File: config.mk
export PLATFORM = sky130hd
export DESIGN_NAME = asram_ctrl
export DESIGN_NICKNAME = d
export VERILOG_FILES = /design/src/rtl/asram_pkg.sv /design/src/rtl/asram_phase_cnt.sv /design/src/rtl/asram_rd_cap.sv /design/src/rtl/asram_ctrl.sv
export SDC_FILE = /design/constraint.sdc
export NUM_CORES = 1
export LEC_CHECK = 0
export ABC_AREA = 1
export CAP_MARGIN = 5
export CORE_MARGIN = 4
export CORE_UTILIZATION = 47
export CTS_BUF_LIST = sky130_fd_sc_hd__clkbuf_16
export CTS_CLUSTER_SIZE = 14
export DETAILED_ROUTE_END_ITERATION = 7
export PLACE_DENSITY_LB_ADDON = 0.12
export REMOVE_ABC_BUFFERS = 1
export SLEW_MARGIN = 20
export SYNTH_ARGS = -nofsm -noshare
export SYNTH_HDL_FRONTEND = slang
export SYNTH_HIERARCHICAL = 1
export SYNTH_SLANG_ARGS = --single-unit
File: constraint.sdc
create_clock -name clk_i -period 4.9 [get_ports clk_i]
set_clock_uncertainty 0.2 [all_clocks]
set_input_delay 0.49 -clock clk_i [delete_from_list [all_inputs] [get_ports clk_i]]
set_output_delay 0.49 -clock clk_i [all_outputs]
set_load 0.005 [all_outputs]
File: src/rtl/asram_pkg.sv
package asram_pkg;

  typedef enum logic [2:0] {
    ST_IDLE,
    ST_RD_ACCESS,
    ST_RD_CAPTURE,
    ST_WR_SETUP,
    ST_WR_PULSE,
    ST_WR_RECOVER,
    ST_TURNAROUND
  } state_t;

  typedef struct packed {
    logic sel;
    logic rd_en;
    logic wr_en;
    logic drive;
  } pins_t;

  function automatic int max2(int a, int b);
    return (a > b) ? a : b;
  endfunction

  // ns limit -> clocks, nonzero limits take at least one cycle
  function automatic int ns2cyc(int ns, int clk_ns);
    if (ns <= 0) return 0;
    return max2(1, (ns + clk_ns - 1) / clk_ns);
  endfunction

  function automatic pins_t pin_decode(state_t s);
    pins_t p;
    p = '0;
    case (s)
      ST_RD_ACCESS, ST_RD_CAPTURE: begin
        p.sel   = 1'b1;
        p.rd_en = 1'b1;
      end
      ST_WR_SETUP, ST_WR_RECOVER: begin
        p.sel   = 1'b1;
        p.drive = 1'b1;
      end
      ST_WR_PULSE: begin
        p.sel   = 1'b1;
        p.wr_en = 1'b1;
        p.drive = 1'b1;
      end
      default: p = '0;
    endcase
    return p;
  endfunction

endpackage

File: src/rtl/asram_phase_cnt.sv
module asram_phase_cnt #(
  parameter int CNT_W = 4
) (
  input  logic             clk_i,
  input  logic             rst_ni,
  input  logic             load_i,
  input  logic [CNT_W-1:0] val_i,
  output logic             done_o
);

  logic [CNT_W-1:0] cnt_q;

  always_ff @(posedge clk_i or negedge rst_ni) begin
    if (!rst_ni)             cnt_q <= '0;
    else if (load_i)         cnt_q <= val_i;
    else if (cnt_q != '0)    cnt_q <= cnt_q - 1'b1;
  end

  assign done_o = (cnt_q == '0);

endmodule

File: src/rtl/asram_rd_cap.sv
module asram_rd_cap #(
  parameter int DATA_W = 8
) (
  input  logic              clk_i,
  input  logic              rst_ni,
  input  logic              cap_i,
  input  logic [DATA_W-1:0] d_i,
  output logic [DATA_W-1:0] q_o,
  output logic              valid_o
);

  always_ff @(posedge clk_i or negedge rst_ni) begin
    if (!rst_ni) begin
      q_o     <= '0;
      valid_o <= 1'b0;
    end else begin
      valid_o <= cap_i;
      if (cap_i) q_o <= d_i;
    end
  end

endmodule

File: src/rtl/asram_ctrl.sv
module asram_ctrl
  import asram_pkg::*;
#(
  parameter int CLK_NS  = 10,
  parameter int ADDR_W  = 19,
  parameter int DATA_W  = 8,
  parameter int T_AA_NS = 85,
  parameter int T_RC_NS = 85,
  parameter int T_WP_NS = 60,
  parameter int T_AW_NS = 70,
  parameter int T_DW_NS = 40,
  parameter int T_WR_NS = 5,
  parameter int T_HZ_NS = 30
) (
  input  logic              clk_i,
  input  logic              rst_ni,
  input  logic              req_i,
  output logic              ready_o,
  input  logic              we_i,
  input  logic [ADDR_W-1:0] addr_i,
  input  logic [DATA_W-1:0] wdata_i,
  output logic [DATA_W-1:0] rdata_o,
  output logic              rvalid_o,
  output logic [ADDR_W-1:0] mem_addr_o,
  output logic              mem_ce_n_o,
  output logic              mem_ce_o,
  output logic              mem_oe_n_o,
  output logic              mem_we_n_o,
  output logic [DATA_W-1:0] mem_dq_o,
  input  logic [DATA_W-1:0] mem_dq_i,
  output logic              mem_dq_oe_o
);

  localparam int RD_CYC  = max2(1, ns2cyc(max2(T_AA_NS, T_RC_NS), CLK_NS));
  localparam int WP_CYC  = max2(1, ns2cyc(max2(T_WP_NS, T_DW_NS), CLK_NS));
  localparam int SU_CYC  = max2(1, ns2cyc(T_AW_NS - WP_CYC * CLK_NS, CLK_NS));
  localparam int REC_CYC = max2(1, ns2cyc(T_WR_NS, CLK_NS));
  localparam int HZ_CYC  = ns2cyc(T_HZ_NS, CLK_NS);
  localparam int MAX_CYC = max2(max2(RD_CYC, WP_CYC), max2(max2(SU_CYC, REC_CYC), HZ_CYC));
  localparam int CNT_W   = $clog2(MAX_CYC + 1);

  state_t            state_q, state_d;
  pins_t             pins_q;
  logic [ADDR_W-1:0] addr_q;
  logic [DATA_W-1:0] wdata_q;
  logic              ld;
  logic [CNT_W-1:0]  ld_val;
  logic              ph_done;
  logic              cap;
  logic              accept;

  assign accept = req_i && (state_q == ST_IDLE);

  always_comb begin
    state_d = state_q;
    ld      = 1'b0;
    ld_val  = '0;
    cap     = 1'b0;
    case (state_q)
      ST_IDLE: begin
        if (accept) begin
          ld = 1'b1;
          if (we_i) begin
            state_d = ST_WR_SETUP;
            ld_val  = CNT_W'(SU_CYC - 1);
          end else if (RD_CYC > 1) begin
            state_d = ST_RD_ACCESS;
            ld_val  = CNT_W'(RD_CYC - 2);
          end else begin
            state_d = ST_RD_CAPTURE;
          end
        end
      end
      ST_RD_ACCESS: if (ph_done) state_d = ST_RD_CAPTURE;
      ST_RD_CAPTURE: begin
        cap = 1'b1;
        if (HZ_CYC > 0) begin
          state_d = ST_TURNAROUND;
          ld      = 1'b1;
          ld_val  = CNT_W'(HZ_CYC - 1);
        end else begin
          state_d = ST_IDLE;
        end
      end
      ST_WR_SETUP: if (ph_done) begin
        state_d = ST_WR_PULSE;
        ld      = 1'b1;
        ld_val  = CNT_W'(WP_CYC - 1);
      end
      ST_WR_PULSE: if (ph_done) begin
        state_d = ST_WR_RECOVER;
        ld      = 1'b1;
        ld_val  = CNT_W'(REC_CYC - 1);
      end
      ST_WR_RECOVER: if (ph_done) state_d = ST_IDLE;
      ST_TURNAROUND: if (ph_done) state_d = ST_IDLE;
      default: state_d = ST_IDLE;
    endcase
  end

  always_ff @(posedge clk_i or negedge rst_ni) begin
    if (!rst_ni) begin
      state_q <= ST_IDLE;
      pins_q  <= '0;
      addr_q  <= '0;
      wdata_q <= '0;
    end else begin
      state_q <= state_d;
      pins_q  <= pin_decode(state_d);  // glitch-free pins, aligned with state_q
      if (accept) begin
        addr_q  <= addr_i;
        wdata_q <= wdata_i;
      end
    end
  end

  asram_phase_cnt #(.CNT_W(CNT_W)) u_cnt (
    .clk_i  (clk_i),
    .rst_ni (rst_ni),
    .load_i (ld),
    .val_i  (ld_val),
    .done_o (ph_done)
  );

  asram_rd_cap #(.DATA_W(DATA_W)) u_cap (
    .clk_i   (clk_i),
    .rst_ni  (rst_ni),
    .cap_i   (cap),
    .d_i     (mem_dq_i),
    .q_o     (rdata_o),
    .valid_o (rvalid_o)
  );

  assign ready_o     = (state_q == ST_IDLE);
  assign mem_addr_o  = addr_q;
  assign mem_dq_o    = wdata_q;
  assign mem_ce_n_o  = !pins_q.sel;
  assign mem_ce_o    = pins_q.sel;
  assign mem_oe_n_o  = !pins_q.rd_en;
  assign mem_we_n_o  = !pins_q.wr_en;
  assign mem_dq_oe_o = pins_q.drive;

endmodule

==> run summary, run 1 <==
max_cap viols -> 0
Synth Flop Type -> dfrtp_1
Yosys top cell area share -> 56.4%
synth unique cells -> 25
Tightest Pin Transition -> 701 ps
fin util -> 72.6%
Data required, critical path -> 4210 ps
synthesis-to-layout area growth -> 44.2%
vias after detailed routing -> 1541
Final Hold Viols -> 0
worst path bufs/invs -> 2
kind of critical path -> reg -> out
post-synthesis sequential area ratio -> 56.4%
Cell Area, Placed -> 0.00287 sq mm
DRT Pass-1 Iters -> 4
crit-path cells -> inv_1, nand2_1, nor2_1, clkdlybuf4s50_1
synth top area cells -> dfrtp_1 (56%), mux2_2 (9.7%), nand2_1 (9.2%)
Total Neg Setup Slack -> 0 ps
max incr delay on CP -> 500 ps
share of layout cells above drive strength 1 -> 17.2%
minimum clock period -> 2260 ps
period utilization -> 46.1%
CTS max path bufs -> 2
post-DP HPWL -> 3.28 mm
Largest delay share family, worst path -> buffers and inverters
commonest cells in the netlist -> nand2_1 (51), dfrtp_1 (47), mux2_2 (18)
RSZ-0062 raised after global routing -> false
peak supply drop -> 0.290 mV
Worst setup SP type -> flip-flop
CTS tree -> done
clock buffer count from CTS -> 5
number of enable flip-flop cells after synthesis -> 0
most common cell in the netlist -> nand2_1
Final Cell Area -> 0.00301 sq mm
antenna cells -> 0
RePlAce Congestion -> 0.874
Site Rows -> 23
Clk pin slew, worst setup/hold paths -> 60 ps
largest net degree at the start of global routing -> 48
Min Hold Slack -> 18.6 ps
fmax -> 0.443 GHz
total number of yosys warnings -> 6
clock latency on the worst-skew pair -> 280 ps
cell taking the most area after synthesis -> dfrtp_1
number of global-route vias before repair -> 1509
Post-synth ARST share -> 100%
cell count after synthesis -> 186
r2r setup slk -> 2680 ps
H-tree depth -> 2
pwr dens -> 606 mW/mm^2
Final Max Tran Viols -> 0
antenna violations before repair -> 0
Crit-path slowest cell -> clkdlybuf4s50_1
Power, Total -> 1820 uW
DRC violations left -> 0
post-detailed-routing wire length -> 4.52 mm
Mapped Area -> 0.00209 sq mm
Crit path arrival time -> 1570 ps
core area -> 0.00414 sq mm
fill count -> 300
die area -> 0.00557 sq mm
Initial DRC Count -> 71
cts hold-fix bufs -> 0
Avg Cell Area, Syn -> 11.2 sq um
area of the multi-input gates -> 786 sq um
# setup viols final -> 0
Die Ht -> 74.6 um
# Post-CTS Setup Buffers -> 0
worst r2r path cells -> 11
Die Wd -> 74.6 um
worst setup path start -> state_q[0]
Root Driver -> clkbuf_16
crit end category -> primary output
outcome -> finished clean
Num Clock Sinks -> 47
PortBufs -> 80
FF-to-FF Start -> u_cnt/cnt_q[0]
Slew headroom -> 53.1%
Initial Util -> 50.4%
final net count -> 307
sequential cell area -> 0.00118 sq mm
post-CTS sizing -> 0
DRT antenna net count -> 0
Max Fanout on Critical Path -> 9
I/O pin total -> 81
WL per Instance -> 14.3 um
post-DR vias/cell -> 4.86
Total GRT Usage -> 17.3%
leak pwr -> 0.00141 uW
Worst R2R End -> u_cnt/cnt_q[1]
first-pass GRT wire length -> 7.33 mm
GRT Residual Overflow -> 0
Hold WC Path Type -> in -> async
FF+latch count, synth -> 47
==> through the flow <==
step	std cells	worst slack, ps
2_1_floorplan	180	2920
3_3_place_gp	310	2440
3_5_place_dp	310	2420
4_1_cts	317	2640
5_1_grt	317	2490
6_report	317	2640
==> worst max-delay path by stage <==
| stage | slack [ps] | cells after the start | to |
|---|---|---|---|
| floorplan | 2920 | 11 | u_cnt/cnt_q[0] |
| global placement | 2440 | 8 | u_cnt/cnt_q[0] |
| detailed placement | 2420 | 8 | u_cnt/cnt_q[1] |
| CTS | 2640 | 4 | ready_o |
| global route | 2490 | 11 | u_cnt/cnt_q[1] |
| finish | 2640 | 4 | ready_o |
==> cells by family (layout without fill, tap and decap cells) <==
kind of cell / after synthesis / in the layout / synth area share (%)
simple gates: 80 / 80 / 17.8
flops: 47 / 47 / 56.4
mux: 27 / 27 / 16.2
buf+inv: 20 / 101 / 6.00
compound gates: 9 / 9 / 2.46
fa+ha+maj: 1 / 1 / 0.599
other cells: 1 / 1 / 0.180
xor+xnor: 1 / 1 / 0.420
==> flip-flops by register name, summed over array words and instances (netlist names) <==
name           count
mem_addr_o        19
mem_ce_o           1
mem_dq_o           8
mem_dq_oe_o        1
pins_q             2
state_q            3
u_cap/q_o          8
u_cap/valid_o      1
u_cnt/cnt_q        4
==> where the power goes <==
group	internal, uW	switching, uW	leakage (uW)
registers	576	103	0.000566
clock network	183	127	0.0000671
logic	513	320	0.000773
total	1270	550	0.00141
==> routing by layer <==
layer | global-route usage, % | vias up | part of all wire, %
met5 | 0 | - | 0
met4 | 4.74 | 0 | 0.84
met3 | 4.41 | 4 | 7.1
met2 | 28.3 | 47 | 49
met1 | 22.9 | 729 | 43
li1 | - | 761 | -
==> worst register-to-register path, delay by kind of cell (launching register included) <==
family / cells / cell delay (ps)
adder cells (fa/ha/maj): 1 / 260
flip-flops: 1 / 350
buffers and inverters: 3 / 310
AND/OR/NAND/NOR: 6 / 910
AO/OA/AOI/OAI: 1 / 70
==> final cells by class <==
cell class | instances | share of cell area, %
clock inverters | 2 | 0.291
clock buffers | 5 | 4.16
flip-flops and latches | 47 | 39.1
inverters | 14 | 1.75
multi-input cells | 119 | 26.1
well taps | 50 | 2.08
repair buffers | 80 | 26.5
==> cell usage in the layout, fill, tap and decap left out <==
cell / n
nand3_4: 1
nor3_1: 1
clkbuf_16: 5
or2_2: 1
buf_4: 1
nor2_2: 2
xnor2_1: 1
mux2_4: 9
o21ai_0: 6
nand2_4: 2
dfrtp_1: 47
o21ai_2: 1
mux2_2: 18
o22ai_1: 2
nand3_1: 6
clkdlybuf4s50_1: 79
inv_1: 12
inv_2: 2
nand4_1: 2
conb_1: 1
nand2_1: 51
clkinv_1: 1
nor2_1: 11
nor2_4: 2
ha_1: 1
nand3_2: 1
clkinv_2: 1
No activity file was read; power rests on OpenSTA's default activity.
==> inputs of run 2 (changes only) <==
Settings changed: CORE_UTILIZATION 47 to 43.
Clock period 4.9 ns to 2.25 ns, I/O delays scaled along.
==> run 2 against run 1 <==
Effect of this change: setup slack got worse by 2400 ps; hold slack improved by 240 ps; via count rose by 2.3%; clock-buffer cell count did not move; sequential power rose by 120%; critical endpoint is now u_cnt/cnt_q[0].
==> run summary, run 2 (synthesis gave the netlist of run 1 again) <==
RePlAce Congestion -> 0.900 (+3.1%)
post-DP HPWL -> 3.27 mm (-0.48%)
clock buffer count from CTS -> 5 (unchanged)
flip-flop count of the largest register after layout -> 19 (unchanged)
die area -> 0.00603 sq mm (+8.3%)
GRT Residual Overflow -> 0 (unchanged)
Power Internal -> 2910 uW (+130%)
Crit-path slowest cell -> or2_2
antenna cells -> 0 (unchanged)
share of layout cells above drive strength 1 -> 19.1% (+1.9 points)
Die Ht -> 77.7 um (+4.1%)
RSZ-0062 raised after global routing -> false
# Post-CTS Setup Buffers -> 0 (unchanged)
Post-Layout Cell Count -> 339 (+6.9%)
Largest delay share family, worst path -> simple AND/OR/NAND/NOR gates
CTS tree -> done
I/O pin total -> 81 (unchanged)
most used cell, CP -> inv_1
Power, Total -> 4120 uW (+130%)
Clk pin slew, worst setup/hold paths -> 60 ps (about the same)
first-pass GRT wire length -> 7.35 mm (+0.19%)
core area -> 0.00472 sq mm (+14%)
Total Neg Setup Slack -> 0 ps (unchanged)
Stages on worst setup path -> 11 (+7)
Site Rows -> 25 (+8.7%)
H-tree depth -> 2 (unchanged)
DRC violations left -> 0 (unchanged)
vias after detailed routing -> 1577 (+2.3%)
switching pwr -> 1210 uW (+120%)
Crit path arrival time -> 2010 ps (+440 ps)
post-DR vias/cell -> 4.65 (-4.3%)
DRT Pass-1 Iters -> 4 (unchanged)
synthesis-to-layout area growth -> 49.6%
leak pwr -> 0.00145 uW (+3.3%)
fin worst setup slack -> 194 ps (-2450 ps)
FF-to-FF Start -> u_cnt/cnt_q[0]
clock latency on the worst-skew pair -> 280 ps (about the same)
antenna violations before repair -> 0 (unchanged)
worst path bufs/invs -> 3 (+1)
Worst setup SP type -> flip-flop
number of global-route vias before repair -> 1477 (-2.1%)
Final Hold Viols -> 0 (unchanged)
# setup viols final -> 0 (unchanged)
Initial Util -> 44.2% (-6.2 points)
Root Driver -> clkbuf_16
max incr delay on CP -> 350 ps (-150 ps)
largest net degree at the start of global routing -> 48 (unchanged)
Post-Place Cells -> 331 (+6.8%)
worst setup path start -> u_cnt/cnt_q[0]
worst r2r path cells -> 11 (unchanged)
Hold WC Path Type -> in -> async
peak supply drop -> 0.607 mV (+110%)
WL per Instance -> 13.0 um (-8.6%)
Num Clock Sinks -> 47 (unchanged)
Data required, critical path -> 2210 ps (-2000 ps)
max_cap viols -> 0 (unchanged)
fmax -> 0.486 GHz
Cell Area, Placed -> 0.00295 sq mm (+2.7%)
outcome -> finished clean
commonest non-fill, non-tap cell in the layout -> clkdlybuf4s50_1
Die Wd -> 77.7 um (+4.1%)
Final Max Tran Viols -> 0 (unchanged)
Total GRT Usage -> 15.6% (-1.7 points)
CTS max path bufs -> 2 (unchanged)
kind of critical path -> reg -> reg
minimum clock period -> 2060 ps
power share of the combinational group -> 44.8% (-0.9 points)
Final Cell Area -> 0.00312 sq mm (+3.8%)
fill count -> 377 (+26%)
commonest non-fill, non-tap cells in the layout -> clkdlybuf4s50_1 (79), nand2_1 (51), dfrtp_1 (47)
clock group share of total power -> 19.4% (+2.4 points)
sw frac -> 29.3% (-0.89 points)
crit-path cells -> inv_1, ha_2, nand2_1, inv_1, nor2_2, nor2_2, or2_2, inv_1, nand3_2, nand2_1, o21ai_0
period utilization -> 91.4%
final net count -> 312 (+1.6%)
DRT antenna net count -> 0 (unchanged)
PortBufs -> 80 (unchanged)
pwr dens -> 1320 mW/mm^2 (+120%)
Initial DRC Count -> 79 (+11%)
Max Fanout on Critical Path -> 7 (-2)
Placement Setup Slack -> 114 ps (-2300 ps)
post-detailed-routing wire length -> 4.42 mm (-2.3%)
Seq pwr share -> 35.8% (-1.5 points)
crit end category -> flip-flop
==> run 2: power groups by stage <==
stage / clock network [uW] / registers, uW / logic, uW
2_1_floorplan: 0 / 1510 / 832
3_3_place_gp: 0 / 1480 / 1830
3_5_place_dp: 0 / 1490 / 1860
4_1_cts: 827 / 1480 / 1860
5_1_grt: 865 / 1530 / 2040
6_report: 800 / 1480 / 1840
==> run 2: stage by stage <==
step	hold slack (ps)	util, %
after floorplan	-271	-
after global placement	32.0	62.4
after detailed placement	32.7	62.4
after CTS	275	66.0
after global routing	297	66.1
final	258	66.1
==> run 2: metal layers <==
layer	up-vias	share of wire, %	wire, um	global-route usage (%)
met5	-	0	0	0
met4	0	1.5	66	5.34
met3	7	7.6	337	4.18
met2	56	47	2090	23.5
met1	740	44	1920	21.6
li1	774	-	-	-
==> run 2: area by class of cell <==
cell class / instances / area (sq um) / area share [%]
clock inverters: 2 / 33.8 / 1.08
clock buffers: 5 / 125 / 4.01
multi-input cells: 119 / 791 / 25.3
flip-flops and latches: 47 / 1180 / 37.7
well taps: 67 / 83.8 / 2.68
repair buffers: 85 / 861 / 27.6
inverters: 14 / 52.6 / 1.68
==> run 2: tightest hold or removal path, cell delays in order <==
cell and delay, ps:
dlygate4sd3_1 520, buf_2 120, buf_12 240
==> run 2: final timing paths <==
check | to | slack (ps)
min reg2reg | u_cap/q_o[5] | 280
max reg2reg | u_cnt/cnt_q[0] | 190
min | u_cap/q_o[6] | 260
min in group clk_i | u_cap/q_o[5] | 280
max | u_cnt/cnt_q[0] | 190
max in group asynchronous | state_q[0] | 1360
==> run 2: what timing repair did <==
action / in CTS / in global routing
hold endpoints to repair: 47 / 0
endpoints found under the setup margin: 0 / 2
gates resized for setup: 0 / 2
hold buffers: 1 / 0
==> inputs of run 3 (changes only) <==
Settings changed: CORE_MARGIN 4 to 3, CORE_UTILIZATION 43 to 47.
Clock period 2.25 ns to 2.48 ns, I/O delays scaled along.
==> run 3 against run 2 <==
Effect of this change: core utilization rose by 8.2 points; largest cell class unchanged; hold slack improved by 13 ps; register-to-register slack improved by 120 ps.
==> run summary, run 3 (synthesis gave the netlist of run 1 again) <==
outcome -> finished clean
CTS tree -> done
PortBufs -> 80 (unchanged)
Hold Startpoint -> u_cap/q_o[1]
fmax -> 0.461 GHz (-5.2%)
largest net degree at the start of global routing -> 42 (-13%)
Total Neg Setup Slack -> 0 ps (unchanged)
H-tree depth -> 2 (unchanged)
Max Fanout on Critical Path -> 8 (+1)
vias after detailed routing -> 1583 (+0.38%)
Num Clock Sinks -> 47 (unchanged)
antenna violations before repair -> 0 (unchanged)
Worst R2R End -> u_cnt/cnt_q[0]
number of global-route vias before repair -> 1542 (+4.4%)
Root Driver -> clkbuf_16
Crit path arrival time -> 2120 ps (+110 ps)
RSZ-0062 raised after global routing -> false
GRT Residual Overflow -> 0 (unchanged)
most used cell, CP -> inv_1
worst setup path start -> u_cnt/cnt_q[0]
Initial Util -> 50.4% (+6.2 points)
synthesis-to-layout area growth -> 47.5%
crit path to -> u_cnt/cnt_q[0]
max incr delay on CP -> 350 ps (about the same)
DRT antenna net count -> 0 (unchanged)
worst r2r path cells -> 11 (unchanged)
antenna cells -> 0 (unchanged)
DRT Pass-1 Iters -> 4 (unchanged)
crit end category -> flip-flop
first-pass GRT wire length -> 7.45 mm (+1.4%)
Site Rows -> 23 (-8.0%)
share of layout cells above drive strength 1 -> 18.7% (-0.44 points)
RePlAce Congestion -> 0.901 (about the same)
post-detailed-routing wire length -> 4.67 mm (+5.6%)
commonest non-fill, non-tap cells in the layout -> clkdlybuf4s50_1 (79), nand2_1 (51), dfrtp_1 (47)
Initial DRC Count -> 80 (+1.3%)
DRC violations left -> 0 (unchanged)
Tightest Pin Transition -> 915 ps
Data required, critical path -> 2430 ps (+220 ps)
commonest non-fill, non-tap cell in the layout -> clkdlybuf4s50_1
Slew headroom -> 39.0%
clock buffer count from CTS -> 5 (unchanged)
Clk pin slew, worst setup/hold paths -> 60 ps (about the same)
FF-to-FF Start -> u_cnt/cnt_q[0]
Final Hold Viols -> 0 (unchanged)
r2r setup slk -> 310 ps (+120 ps)
final net count -> 313 (+0.32%)
period utilization -> 87.4% (-4.0 points)
peak supply drop -> 0.671 mV (+10%)
Crit-path slowest cell -> or2_2
Die Ht -> 72.6 um (-6.5%)
post-CTS sizing -> 0 (unchanged)
flip-flop count of the largest register after layout -> 19 (unchanged)
# setup viols final -> 0 (unchanged)
Hold WC Path Type -> reg -> reg
Die Wd -> 72.6 um (-6.5%)
minimum clock period -> 2170 ps (+112 ps)
post-DR vias/cell -> 4.90 (+5.4%)
CTS max path bufs -> 2 (unchanged)
post-DP HPWL -> 3.42 mm (+4.8%)
Final Max Tran Viols -> 0 (unchanged)
clock latency on the worst-skew pair -> 280 ps (about the same)
WL per Instance -> 14.4 um (+11%)
I/O pin total -> 81 (unchanged)
crit-path cells -> inv_1, ha_1, nand2_1, inv_1, nor2_1, nor2_2, or2_2, inv_1, nand3_2, nand2_1, o21ai_0
die area -> 0.00528 sq mm (-13%)
pwr dens -> 1210 mW/mm^2 (-8.0%)
fin util -> 74.3% (+8.2 points)
core area -> 0.00414 sq mm (-12%)
Total GRT Usage -> 18.2% (+2.6 points)
leak pwr -> 0.00145 uW (-0.39%)
max_cap viols -> 0 (unchanged)
Worst setup SP type -> flip-flop
kind of critical path -> reg -> reg
run 3: where the power goes:
part           internal (uW)  switching, uW
combinational           1020            643
clock                    466            257
sequential              1140            211
run 3: metal layers:
metal  wire [um]  up-vias  GRT usage [%]
met2        2230       55           28.9
met3         325        2           5.51
met1        2090      750           25.1
met4          19        0           3.69
li1            -      776              -
met5           0        -              0
run 3: what timing repair did:
item | 4_1_cts | 5_1_grt
setup buffers | 0 | 0
hold endpoints to repair | 39 | 0
hold buffers | 1 | 0
run 3: final cells by class:
cell class / count / area, sq um
Sequential cell: 47 / 1180
Fill cell: 299 / 1060
Timing Repair Buffer: 86 / 843
Multi-Input combinational cell: 119 / 786
Clock buffer: 5 / 125
Tap cell: 50 / 62.6
Inverter: 14 / 52.6
Clock inverter: 2 / 33.8
run 3: metrics by stage:
step           cell area [sq um]  setup WS, ps  std cells  power, uW  hold WS (ps)
3_3_place_gp                2910           389        315       2980           230
5_1_grt                     3080          78.5        323       3990           306
4_1_cts                     3080           304        323       3780           273
6_report                    3080           313        323       3740           271
3_5_place_dp                2910           323        315       3020           238
2_1_floorplan               2010           500        180       2120          -248
run 3: worst min path at each step:
stage,cells past startpoint,slack [ps],end
2_1_floorplan,0,-250,mem_addr_o[0]
3_3_place_gp,1,230,u_cap/q_o[6]
3_5_place_dp,1,240,u_cap/q_o[6]
4_1_cts,2,270,u_cap/q_o[1]
5_1_grt,2,310,u_cap/q_o[5]
6_report,2,270,u_cap/q_o[1]
run 3: critical path, delay by kind of cell, from the launching register on:
| kind | cells | cell delay (ps) |
|---|---|---|
| buffers and inverters | 3 | 310 |
| DFF | 1 | 340 |
| and+or+nand+nor | 6 | 880 |
| adders and majority gates | 1 | 250 |
| AOI/OAI and AO/OA | 1 | 80 |
